$ cat config.mk
export PLATFORM = sky130hd
export DESIGN_NAME = pcie_uerr_log
export DESIGN_NICKNAME = d
export VERILOG_FILES = /design/src/rtl/uerr_pkg.sv /design/src/rtl/uerr_rw_reg.sv /design/src/rtl/uerr_class_log.sv /design/src/rtl/pcie_uerr_log.sv
export SDC_FILE = /design/constraint.sdc
export NUM_CORES = 1
export LEC_CHECK = 0
export BUFFER_PORTS_ARGS = -buffer_cell sky130_fd_sc_hd__buf_2
export CAP_MARGIN = 5
export CORE_MARGIN = 2
export CORE_UTILIZATION = 45
export CTS_CLUSTER_SIZE = 25
export DETAILED_ROUTE_END_ITERATION = 10
export PLACE_DENSITY = 0.8
export SYNTH_ARGS = -nofsm -noshare
export SYNTH_HDL_FRONTEND = slang
export SYNTH_SLANG_ARGS = --single-unit
$ cat constraint.sdc
create_clock -name clk_i -period 1.6 [get_ports clk_i]
set_input_delay 0.32 -clock clk_i [delete_from_list [all_inputs] [get_ports clk_i]]
set_output_delay 0.32 -clock clk_i [all_outputs]
set_load 0.1 [all_outputs]
$ cat src/rtl/uerr_pkg.sv
package uerr_pkg;
  localparam int ADDR_W = 3;
  localparam logic [ADDR_W-1:0] A_STATUS    = 3'd0;
  localparam logic [ADDR_W-1:0] A_MASK      = 3'd1;
  localparam logic [ADDR_W-1:0] A_SEV       = 3'd2;
  localparam logic [ADDR_W-1:0] A_FAT_FIRST = 3'd3;
  localparam logic [ADDR_W-1:0] A_FAT_NEXT  = 3'd4;
  localparam logic [ADDR_W-1:0] A_NF_FIRST  = 3'd5;
  localparam logic [ADDR_W-1:0] A_NF_NEXT   = 3'd6;
  localparam int N_CLASS = 2;  // 0 = fatal, 1 = non-fatal
endpackage

$ cat src/rtl/uerr_rw_reg.sv
module uerr_rw_reg
  import uerr_pkg::*;
#(
  parameter int               W       = 21,
  parameter logic [W-1:0]     IMPL    = '1,
  parameter logic [W-1:0]     RST_VAL = '0,
  parameter logic [ADDR_W-1:0] ADDR   = '0
) (
  input  logic              clk_i,
  input  logic              rst_ni,
  input  logic              soft_rst_i,
  input  logic              wr_en_i,
  input  logic [ADDR_W-1:0] wr_addr_i,
  input  logic [W-1:0]      wr_data_i,
  output logic [W-1:0]      q_o
);
  localparam logic [W-1:0] RST_EFF = RST_VAL & IMPL;

  always_ff @(posedge clk_i or negedge rst_ni) begin
    if (!rst_ni)                             q_o <= RST_EFF;
    else if (soft_rst_i)                     q_o <= RST_EFF;
    else if (wr_en_i && wr_addr_i == ADDR)   q_o <= wr_data_i & IMPL;
  end
endmodule

$ cat src/rtl/uerr_class_log.sv
module uerr_class_log
  import uerr_pkg::*;
#(
  parameter int                W          = 21,
  parameter logic [W-1:0]      IMPL       = '1,
  parameter logic [ADDR_W-1:0] FIRST_ADDR = '0,
  parameter logic [ADDR_W-1:0] NEXT_ADDR  = '0
) (
  input  logic              clk_i,
  input  logic              rst_ni,
  input  logic [W-1:0]      hit_i,
  input  logic              wr_en_i,
  input  logic [ADDR_W-1:0] wr_addr_i,
  input  logic [W-1:0]      wr_data_i,
  output logic [W-1:0]      first_o,
  output logic [W-1:0]      next_o
);
  logic [W-1:0] first_keep, next_keep, first_d, next_d;

  always_comb begin
    first_keep = first_o;
    next_keep  = next_o;
    if (wr_en_i && wr_addr_i == FIRST_ADDR) first_keep = first_o & ~(wr_data_i & IMPL);
    if (wr_en_i && wr_addr_i == NEXT_ADDR)  next_keep  = next_o  & ~(wr_data_i & IMPL);
    // empty first register takes the whole batch; otherwise it goes to next
    if (first_keep == '0) begin
      first_d = hit_i;
      next_d  = next_keep;
    end else begin
      first_d = first_keep;
      next_d  = next_keep | hit_i;
    end
  end

  // sticky: power-on reset only
  always_ff @(posedge clk_i or negedge rst_ni) begin
    if (!rst_ni) begin
      first_o <= '0;
      next_o  <= '0;
    end else begin
      first_o <= first_d;
      next_o  <= next_d;
    end
  end
endmodule

$ cat src/rtl/pcie_uerr_log.sv
module pcie_uerr_log
  import uerr_pkg::*;
#(
  parameter int           W        = 21,
  parameter logic [W-1:0] IMPL     = W'('h1FF010),
  parameter logic [W-1:0] MASK_RST = '0,
  parameter logic [W-1:0] SEV_RST  = W'('h040010)
) (
  input  logic              clk_i,
  input  logic              rst_ni,
  input  logic              soft_rst_i,
  input  logic [W-1:0]      err_i,
  input  logic              wr_en_i,
  input  logic [ADDR_W-1:0] wr_addr_i,
  input  logic [W-1:0]      wr_data_i,
  output logic [W-1:0]      status_o,
  output logic [W-1:0]      mask_o,
  output logic [W-1:0]      sev_o,
  output logic [W-1:0]      fat_first_o,
  output logic [W-1:0]      fat_next_o,
  output logic [W-1:0]      nf_first_o,
  output logic [W-1:0]      nf_next_o
);
  logic [W-1:0] hit, status_keep;
  logic [W-1:0] first_q [N_CLASS];
  logic [W-1:0] next_q  [N_CLASS];

  uerr_rw_reg #(.W(W), .IMPL(IMPL), .RST_VAL(MASK_RST), .ADDR(A_MASK)) u_mask (
    .clk_i, .rst_ni, .soft_rst_i, .wr_en_i, .wr_addr_i, .wr_data_i, .q_o(mask_o)
  );

  uerr_rw_reg #(.W(W), .IMPL(IMPL), .RST_VAL(SEV_RST), .ADDR(A_SEV)) u_sev (
    .clk_i, .rst_ni, .soft_rst_i, .wr_en_i, .wr_addr_i, .wr_data_i, .q_o(sev_o)
  );

  assign hit = err_i & ~mask_o & IMPL;

  always_comb begin
    status_keep = status_o;
    if (wr_en_i && wr_addr_i == A_STATUS) status_keep = status_o & ~(wr_data_i & IMPL);
  end

  always_ff @(posedge clk_i or negedge rst_ni) begin
    if (!rst_ni) status_o <= '0;
    else         status_o <= status_keep | hit;
  end

  for (genvar g = 0; g < N_CLASS; g++) begin : g_class
    localparam logic [ADDR_W-1:0] FA = (g == 0) ? A_FAT_FIRST : A_NF_FIRST;
    localparam logic [ADDR_W-1:0] NA = (g == 0) ? A_FAT_NEXT  : A_NF_NEXT;
    logic [W-1:0] class_hit;
    assign class_hit = (g == 0) ? (hit & sev_o) : (hit & ~sev_o);

    uerr_class_log #(.W(W), .IMPL(IMPL), .FIRST_ADDR(FA), .NEXT_ADDR(NA)) u_log (
      .clk_i, .rst_ni, .hit_i(class_hit), .wr_en_i, .wr_addr_i, .wr_data_i,
      .first_o(first_q[g]), .next_o(next_q[g])
    );
  end

  assign fat_first_o = first_q[0];
  assign fat_next_o  = next_q[0];
  assign nf_first_o  = first_q[1];
  assign nf_next_o   = next_q[1];
endmodule

Word level (Yosys, flattened, before mapping)

Index checks and enable logic that the tools add are counted.

Equal/unequal tests: 6
Reduce and logical (&&, ||, !) cells: 12
Mux-type cells: 13
Bitwise operators: 14

Operators by type and width:

| kind                                                 | number |
|---|---|
| two-way mux 21 bit                                   | 13 |
| bitwise AND 21 bit                                   | 8 |
| NOT 21 bit                                           | 3 |
| OR 21 bit                                            | 3 |
| zero test 21 bit                                     | 2 |
| equality test 3 bit (second input constant)          | 3 |
| logical AND 1 bit                                    | 7 |
| equality test 3 x 2 -> 1 bit (second input constant) | 2 |
| nonzero test 2 bit                                   | 2 |
| equality test 3 x 1 -> 1 bit (second input constant) | 1 |
| zero test 3 bit                                      | 1 |

Register bits: 147
Input port bits: 49
Output and inout bits: 147

Depth between registers and ports, before layout

Gate-level depths: netlist (run 1).

Word-level depth: 5
Mapped depth: 7

Cells and area by module

From an unflattened synthesis (run 1), not the netlist that was laid out.

Cells, all modules: 557
Area total of the unflattened synthesis: 5700.5 um^2

By module, submodules not included:

| module               | sequential area each (um^2) | area an instance (um^2) | cells each | instances |
|---|---|---|---|---|
| uerr_class_log       | 1051.0                      | 1930.6                  | 186        | 2 |
| pcie_uerr_log        | 250.2                       | 660.6                   | 73         | 1 |
| uerr_rw_reg (u_mask) | 250.2                       | 593.1                   | 56         | 1 |
| uerr_rw_reg (u_sev)  | 252.7                       | 585.6                   | 56         | 1 |

Least setup slack after synthesis (run 1)

Ideal clock, no wire load.

Kind: flip-flop to flip-flop
Start: register g_class[1].u_log.first_o[12]
End: register g_class[1].u_log.next_o[12]
Period minus slack after synthesis: 1894 ps
Cell stages (with the launch flop): 6
Path buffers: 1
Arrival: 1817 ps
Slack: -294 ps
Required time: 1524 ps
Cell sequence: dfrtp_1 o21ai_0 and3_1 and4_1 buf_2 o21ai_1

Longest elaborated chain between the ends: 4

RTL lines:

| element                         | RTL line             | RTL |
|---|---|---|
| from (decl)                     | uerr_class_log.sv:15 | `output logic [W-1:0] first_o,` |
| from (signal assigned)          | uerr_class_log.sv:41 | `first_o <= first_d;` |
| bitwise AND 21 bit              | uerr_class_log.sv:23 | `if (wr_en_i && wr_addr_i == FIRST_ADDR) first_keep = first_o & ~(wr_data_i & IMPL);` |
| two-way mux 21 bit (*)          | uerr_class_log.sv:23 |  |
| zero test 21 bit (*)            | uerr_class_log.sv:26 | `if (first_keep == '0) begin` |
| two-way mux 21 bit (*)          | uerr_class_log.sv:26 |  |
| net g_class[1].u_log.next_d[12] | uerr_class_log.sv:18 | `logic [W-1:0] first_keep, next_keep, first_d, next_d;` |
| to (signal assigned)            | uerr_class_log.sv:42 | `next_o <= next_d;` |
| to (decl)                       | uerr_class_log.sv:16 | `output logic [W-1:0] next_o` |

Mark *: on every way through the listed nets, which the timed path passes. The rest lies on a longest branch.
A chain may end at the register's enable or synchronous reset.

Final worst setup path (run 1)

Start: register u_sev.q_o[12]
End: output port sev_o[12]

RTL lines:

| element                | RTL line            | RTL |
|---|---|---|
| from (decl)            | uerr_rw_reg.sv:15   | `output logic [W-1:0] q_o` |
| from (signal assigned) | uerr_rw_reg.sv:22   | `else if (wr_en_i && wr_addr_i == ADDR) q_o <= wr_data_i & IMPL;` |
| to (decl)              | pcie_uerr_log.sv:18 | `output logic [W-1:0] sev_o,` |

No word-level cell between the ends.

==> metrics.md, run 1 <==
| Metric | Value |
|---|---|
| Result of the run | `finished, final reports clean` |
| Cell Chain, Critical Path | `buf_2` |
| Net switching power | `roughly 4.3 mW` |
| #FFs+latches synth | `70` |
| Antenna Nets Post-Route | `0` |
| Via density | `roughly 4.8` |
| Cell Pwr Density | `~1700 mW/mm²` |
| Fraction of power consumed by sequential logic | `0.289` |
| Element type at the critical path end | `output port` |
| Clock Latency Late Sink | `around 0.35 ns` |
| Io pins | `196` |
| Crit path DAT | `1.24 ns` |
| Leak | `2.21 nW` |
| Final Util | `0.577` |
| Crit-path max FO | `5` |
| Library cells used by synthesis | `30` |
| Post-Syn Instances | `just under 400` |
| Cell internal pwr | `3.40 mW` |
| Reg2Reg Launch Point | `g_class[1].u_log.first_o[16]` |
| GRT Util Overall | `0.217` |
| Syn avg cell area | `just over 9 µm²` |
| Hold path cells | `3` |
| EDFF count, synth | `0` |
| Area of the multi-input gates | `approximately 0.0016 mm²` |
| GRT overflow | `0` |
| Reg2reg end | `g_class[1].u_log.next_o[18]` |
| Hold WC Path Type | `input port to register` |
| Post-Syn Area | `0.00364 mm²` |
| Root buf cell | `clkbuf_8` |
| Clock share of power | `0.179` |
| Hold Path Sink | `u_mask.q_o[20]` |
| Drt drc | `0` |
| CP bufs+invs | `1` |
| Setup TNS | `0 ns` |
| Die area | `0.00883 mm²` |
| DIE HEIGHT | `between 90 and 100 µm` |
| Synth async-reset ratio | `1.00` |
| Setup slack after layout | `~0.044 ns` |
| TritonCTS clock tree | `done` |
| Fillers | `roughly 700` |
| Initial antenna violation count | `0` |
| Register clock-pin slew on the reported worst setup and hold paths | `about 0.080 ns` |
| Global placer's final weighted congestion | `approximately 0.89` |
| Ys flop type | `dfrtp_1` |
| Critical Path RT | `1.28 ns` |
| Drt pass-1 iters | `4` |
| Ratio of cells with drive above 1 in the final layout | `0.354` |
| CP Launch Type | `register` |
| Dpl hpwl | `approximately 7.3 mm` |
| First-pass GRT wire length | `approximately 15 mm` |
| Nets | `between 500 and 600` |
| Row count | `32` |
| Final hold vios | `0` |
| Max-cap viol count | `0` |
| Delay-heaviest family, CP | `buffers and inverters` |
| IO buf count | `96` |
| Crit Path Class | `register to output port` |
| Area Growth Syn to Fin | `23.2%` |
| Seq/Total Area, Yosys | `0.482` |
| Hold Startpoint | `wr_data_i[20]` |
| Final setup vio count | `0` |
| R2R Setup Slk | `around 0.17 ns` |
| Core Area | `between 0.007 and 0.008 mm²` |
| Fmax achieved | `about 640 MHz` |
| Storage element area | `approximately 0.0018 mm²` |
| Clock skew | `between 0.009 and 0.01 ns` |
| CTS Buf Count | `9` |
| Slowest cell on the critical path | `buf_2` |
| Die extent in x | `about 94 µm` |
| Vias in the first global route | `approximately 2900` |
| CP max stage delay | `between 0.4 and 0.5 ns` |
| Peak supply drop | `~0.00073 V` |
| Post-CTS sizing | `0` |
| Pins Over Slew Limit | `0` |
| Largest net degree at the start of global routing | `71` |
| Place WS | `-0.286 ns` |
| Initial cell density of the core | `0.469` |
| Final min period | `1.56 ns` |
| Switching Fraction | `0.561` |
| Total power | `approximately 7.7 mW` |
| Vias | `3000` |
| Longest Clk Path Bufs | `2` |
| ANT cells | `0` |
| Ys Warns | `0` |
| Clock sink total | `70` |
| Unrepaired setup endpoints after global routing | `false` |
| WL final | `about 9.5 mm` |
| Initial detailed-routing violation count | `200` |
| DR WL/cell | `15.2 µm` |
| Combinational share of power | `0.532` |
| Worst Setup SP | `u_sev.q_o[12]` |
| CTS HTree Levels | `3` |
| Tcrit/Tclk final | `0.973` |
| R2r worst-path depth | `5` |
synth_stat cells (3+ instances only):
library cell / number / area [µm²]
clkbuf_1: 3 / 11.3
a21o_1: 10 / 75.1
o21ai_0: 7 / 35.0
a21oi_1: 10 / 50.1
nor2b_1: 12 / 75.1
nand2b_1: 11 / 68.8
nand3_1: 4 / 20.0
buf_4: 78 / 586
nand2_1: 78 / 293
and4_1: 5 / 43.8
dfrtp_1: 68 / 1700
inv_1: 10 / 37.5
nor2_1: 11 / 41.3
mux2i_1: 8 / 80.1
o21ai_1: 49 / 245
buf_2: 4 / 20.0
through the flow:
stage	cell area, µm²	hold WS [ns]	std cells
2_1_floorplan	4030	0.0244	465
3_5_place_dp	4280	0.375	611
6_report	4480	0.248	628
4_1_cts	4480	0.239	628
3_3_place_gp	4280	0.370	611
5_1_grt	4480	0.257	628
timing repair:
action                    in CTS  in global routing
hold buffers                   1                  0
hold endpoints to repair      18                  0
setup buffers                  0                  0
kinds of logic (layout without fill, tap and decap cells):
family          after synthesis  after routing  synth area share
compound gates               84             84             0.130
other cells                   1             77           0.00103
mux                           8              8            0.0220
simple gates                131            131             0.186
buf+inv                      95            156             0.180
flops                        70             70             0.482
metal layers:
metal	vias up	part of all wire	track usage
met3	19	0.090	0.0570
met5	-	0	0
li1	1411	-	-
met1	1423	0.39	0.279
met4	0	0.019	0.0797
met2	147	0.50	0.355
power by group through the flow:
stage | sequential, mW | combinational [mW] | clock [mW]
4_1_cts | 2.23 | 4.12 | 1.42
2_1_floorplan | 4.23 | 1.53 | 0
3_3_place_gp | 2.25 | 4.08 | 0
5_1_grt | 2.27 | 4.26 | 1.48
6_report | 2.23 | 4.12 | 1.38
3_5_place_dp | 2.27 | 4.11 | 0
registers in the layout (all words and copies together), names as in the netlist:
signal,flops
u_mask.q_o,10
u_sev.q_o,10
status_o,10
g_class.u_log.first_o,20
g_class.u_log.next_o,20
cell type report:
type / count / share of cell area
Clock inverter: 6 / 0.0140
Multi-Input combinational cell: 300 / 0.350
Inverter: 10 / 0.00837
Clock buffer: 10 / 0.0285
Timing Repair Buffer: 130 / 0.174
Sequential cell: 70 / 0.397
Tap cell: 102 / 0.0285
cells in the final DEF (no fill, tap or decap), drive strengths merged, types with 3 or more instances in the layout:
cell type / netlist / layout
a21o: 10 / 10
a21oi: 10 / 10
and4: 5 / 5
buf: 82 / 129
clkbuf: 3 / 10
clkinvlp: 0 / 3
conb: 1 / 77
dfrtp: 68 / 68
inv: 10 / 10
mux2i: 8 / 8
nand2: 78 / 78
nand2b: 11 / 11
nand3: 4 / 4
nor2: 11 / 11
nor2b: 12 / 12
o21ai: 56 / 56
worst max-delay path by stage:
stage	endpoint	cells after the start
2_1_floorplan	g_class[0].u_log.next_o[12]	6
3_3_place_gp	g_class[0].u_log.next_o[13]	7
3_5_place_dp	g_class[1].u_log.next_o[18]	8
4_1_cts	sev_o[12]	1
5_1_grt	g_class[1].u_log.next_o[20]	8
6_report	sev_o[12]	1
Note: power is estimated with default switching activity, not from simulation.
==> inputs of run 2 (changes only) <==
--- a/config.mk
+++ b/config.mk
@@ -7,11 +7,14 @@
 export LEC_CHECK = 0
 export BUFFER_PORTS_ARGS = -buffer_cell sky130_fd_sc_hd__buf_2
 export CAP_MARGIN = 5
+export CELL_PAD_IN_SITES_DETAIL_PLACEMENT = 1
+export CELL_PAD_IN_SITES_GLOBAL_PLACEMENT = 1
+export CORE_ASPECT_RATIO = 0.5
 export CORE_MARGIN = 2
-export CORE_UTILIZATION = 45
+export CORE_UTILIZATION = 32
 export CTS_CLUSTER_SIZE = 25
 export DETAILED_ROUTE_END_ITERATION = 10
-export PLACE_DENSITY = 0.8
+export PLACE_DENSITY_LB_ADDON = 0.1
 export SYNTH_ARGS = -nofsm -noshare
 export SYNTH_HDL_FRONTEND = slang
 export SYNTH_SLANG_ARGS = --single-unit
==> run 2 against run 1 <==
  * Non-clock buffer count rose by 9
  * Cell area rose by 7.2%
  * Largest power group unchanged
  * Worst hold slack got worse by 0.24 ns
  * Global-route usage fell by 3.5 points
  * Sequential cell count did not move
  * Sequential power rose by 2%
==> metrics.md, run 2 (synthesized netlist as in run 1, its figures left out) <==
| Metric | Value |
|---|---|
| R2R Setup Slk | `0.22 ns (+0.05 ns)` |
| Die area | `0.0123 mm² (+39%)` |
| Clock sink total | `70 (unchanged)` |
| TritonCTS clock tree | `done` |
| Final hold slack | `0.00526 ns (-0.243 ns)` |
| Hold WC Path Type | `input port to asynchronous set/reset pin` |
| Die extent in x | `155 µm (+65%)` |
| DIE HEIGHT | `79.4 µm (-15%)` |
| Crit path to | `sev_o[12]` |
| Global placer's final weighted congestion | `0.766 (-14%)` |
| Top flop regs | `g_class.u_log.first_o (20), g_class.u_log.next_o (20)` |
| First-pass GRT wire length | `16.8 mm (+15%)` |
| CTS HTree Levels | `3 (unchanged)` |
| Net switching power | `4.44 mW (+2.5%)` |
| Leading cell types in the layout, fill and taps excluded | `buf_2 (94), nand2_1 (78), conb_1 (77)` |
| Clock Latency Late Sink | `0.33 ns (-0.02 ns)` |
| ANT cells | `0 (unchanged)` |
| Vias | `3026 (+0.87%)` |
| Cell Pwr Density | `1820 mW/mm² (+5.7%)` |
| Setup TNS | `0 ns (unchanged)` |
| Ratio of cells with drive above 1 in the final layout | `0.372 (+0.0184)` |
| Final min period | `1.52 ns (-0.0358 ns)` |
| Crit Path Class | `register to output port` |
| Register clock-pin slew on the reported worst setup and hold paths | `0.06 ns (-0.02 ns)` |
| Vias in the first global route | `3052 (+6.9%)` |
| Fraction of power consumed by sequential logic | `0.259 (-0.030)` |
| Row count | `27 (-16%)` |
| Via density | `4.45 (-6.8%)` |
| CP Launch Type | `register` |
| Element type at the critical path end | `output port` |
| Clock share of power | `0.262 (+0.083)` |
| Clock skew | `0.0111 ns (+0.00119 ns)` |
| Area Growth Syn to Fin | `32.0%` |
| Initial detailed-routing violation count | `96 (-52%)` |
| Slowest cell on the critical path | `buf_2` |
| Root buf cell | `clkbuf_16` |
| GRT overflow | `0 (unchanged)` |
| Critical Path RT | `1.28 ns (about the same)` |
| Final Util | `0.435 (-0.142)` |
| Leak | `2.35 nW (+6.1%)` |
| Final setup vio count | `0 (unchanged)` |
| Placed inst area | `0.00442 mm² (+3.1%)` |
| Fmax achieved | `658 MHz (+2.4%)` |
| Reg2Reg Launch Point | `g_class[1].u_log.first_o[16]` |
| Reg2reg end | `g_class[1].u_log.next_o[18]` |
| Antenna Nets Post-Route | `0 (unchanged)` |
| Result of the run | `finished, final reports clean` |
| Drt drc | `0 (unchanged)` |
| Initial cell density of the core | `0.330 (-0.139)` |
| Delay-heaviest family, CP | `buffers and inverters` |
| DR WL/cell | `16.1 µm (+6.0%)` |
| Crit-path max FO | `5 (unchanged)` |
| GRT Util Overall | `0.182 (-0.0353)` |
| Io pins | `196 (unchanged)` |
| CP bufs+invs | `1 (unchanged)` |
| Cell Chain, Critical Path | `buf_2` |
| CTS Buf Count | `9 (unchanged)` |
| WL final | `10.9 mm (+15%)` |
| Max-cap viol count | `0 (unchanged)` |
| Nets | `579 (+1.6%)` |
| Crit path DAT | `1.20 ns (-0.04 ns)` |
| Tcrit/Tclk final | `0.950 (-0.0224)` |
| Place WS | `-0.326 ns (-0.0399 ns)` |
| R2r worst-path depth | `5 (unchanged)` |
| Switching Fraction | `0.507 (-0.0533)` |
| Most common cell after layout, fill and taps aside | `buf_2` |
| Finished Cell Area | `0.00481 mm² (+7.2%)` |
| Drt pass-1 iters | `4 (unchanged)` |
| Longest Clk Path Bufs | `2 (unchanged)` |
| Crit path depth | `1 (unchanged)` |
| Hold_buf cts | `0 (-1)` |
| Unrepaired setup endpoints after global routing | `false` |
| Initial antenna violation count | `0 (unchanged)` |
| Worst Setup SP | `u_sev.q_o[12]` |
| Cell internal pwr | `4.32 mW (+27%)` |
| Peak supply drop | `0.000583 V (-20%)` |
| CP max stage delay | `0.45 ns (about the same)` |
| IO buf count | `96 (unchanged)` |
| Core Area | `0.0110 mm² (+42%)` |
| Final hold vios | `0 (unchanged)` |
| Setup slack after layout | `0.0798 ns (+0.0358 ns)` |
| Dpl hpwl | `8.27 mm (+14%)` |
| Fillers | `1305 (+85%)` |
| Pins Over Slew Limit | `0 (unchanged)` |
| Largest net degree at the start of global routing | `71 (unchanged)` |
| Combinational share of power | `0.478 (-0.054)` |
[run 2: cell count changes in the layout (fill, tap and decap cells not counted), moves of 2 or more]
cell and change:
o21ai_4 +2, buf_12 +2, buf_4 +8, clkbuf_16 +9, bufinv_16 +2, clkinvlp_4 -3
clkbuf_8 -8, o21ai_1 -2
[run 2: worst min-delay path by stage]
stage	from	to	slack, ns	cells past startpoint
after CTS	rst_ni	status_o[12]	0.03	2
after global placement	rst_ni	u_mask.q_o[12]	0.38	2
after floorplan	rst_ni	g_class[0].u_log.first_o[12]	0.02	0
after global routing	rst_ni	status_o[12]	0.04	2
final	rst_ni	status_o[12]	0.005	2
after detailed placement	rst_ni	status_o[12]	0.38	2
[run 2: per-layer routing]
metal,share of wire,track usage,up-vias,wire length (µm)
met5,0,0,-,0
met2,0.43,0.275,127,4700
met4,0.013,0.0528,0,140
met1,0.50,0.261,1467,5420
li1,-,-,1424,-
met3,0.061,0.0423,8,671
[run 2: area by class of cell]
class,instances,area (µm²),area share
inverter,10,37.5,0.00781
timing repair buffer,139,871,0.181
tap,145,181,0.0378
clock inverter,4,95.1,0.0198
multi-input combinational,300,1600,0.332
sequential,70,1780,0.370
clock buffer,12,246,0.0513
[run 2: per-stage QoR]
stage,power (mW),instances
floorplan,5.76,465
global placement,6.44,663
detailed placement,6.47,663
CTS,8.79,679
global route,9.09,680
finish,8.76,680
[run 2: power by group through the flow]
stage          Sequential (mW)  Combinational [mW]  Clock, mW
2_1_floorplan             4.23                1.53          0
3_3_place_gp              2.30                4.14          0
3_5_place_dp              2.30                4.16          0
4_1_cts                   2.27                4.17       2.35
5_1_grt                   2.31                4.36       2.42
6_report                  2.27                4.19       2.30
[run 2: timing repair]
action / 4_1_cts / 5_1_grt
endpoints found under the setup margin: 0 / 29
gates resized for setup: 0 / 7
hold endpoints to repair: 0 / 0
setup buffers: 0 / 1
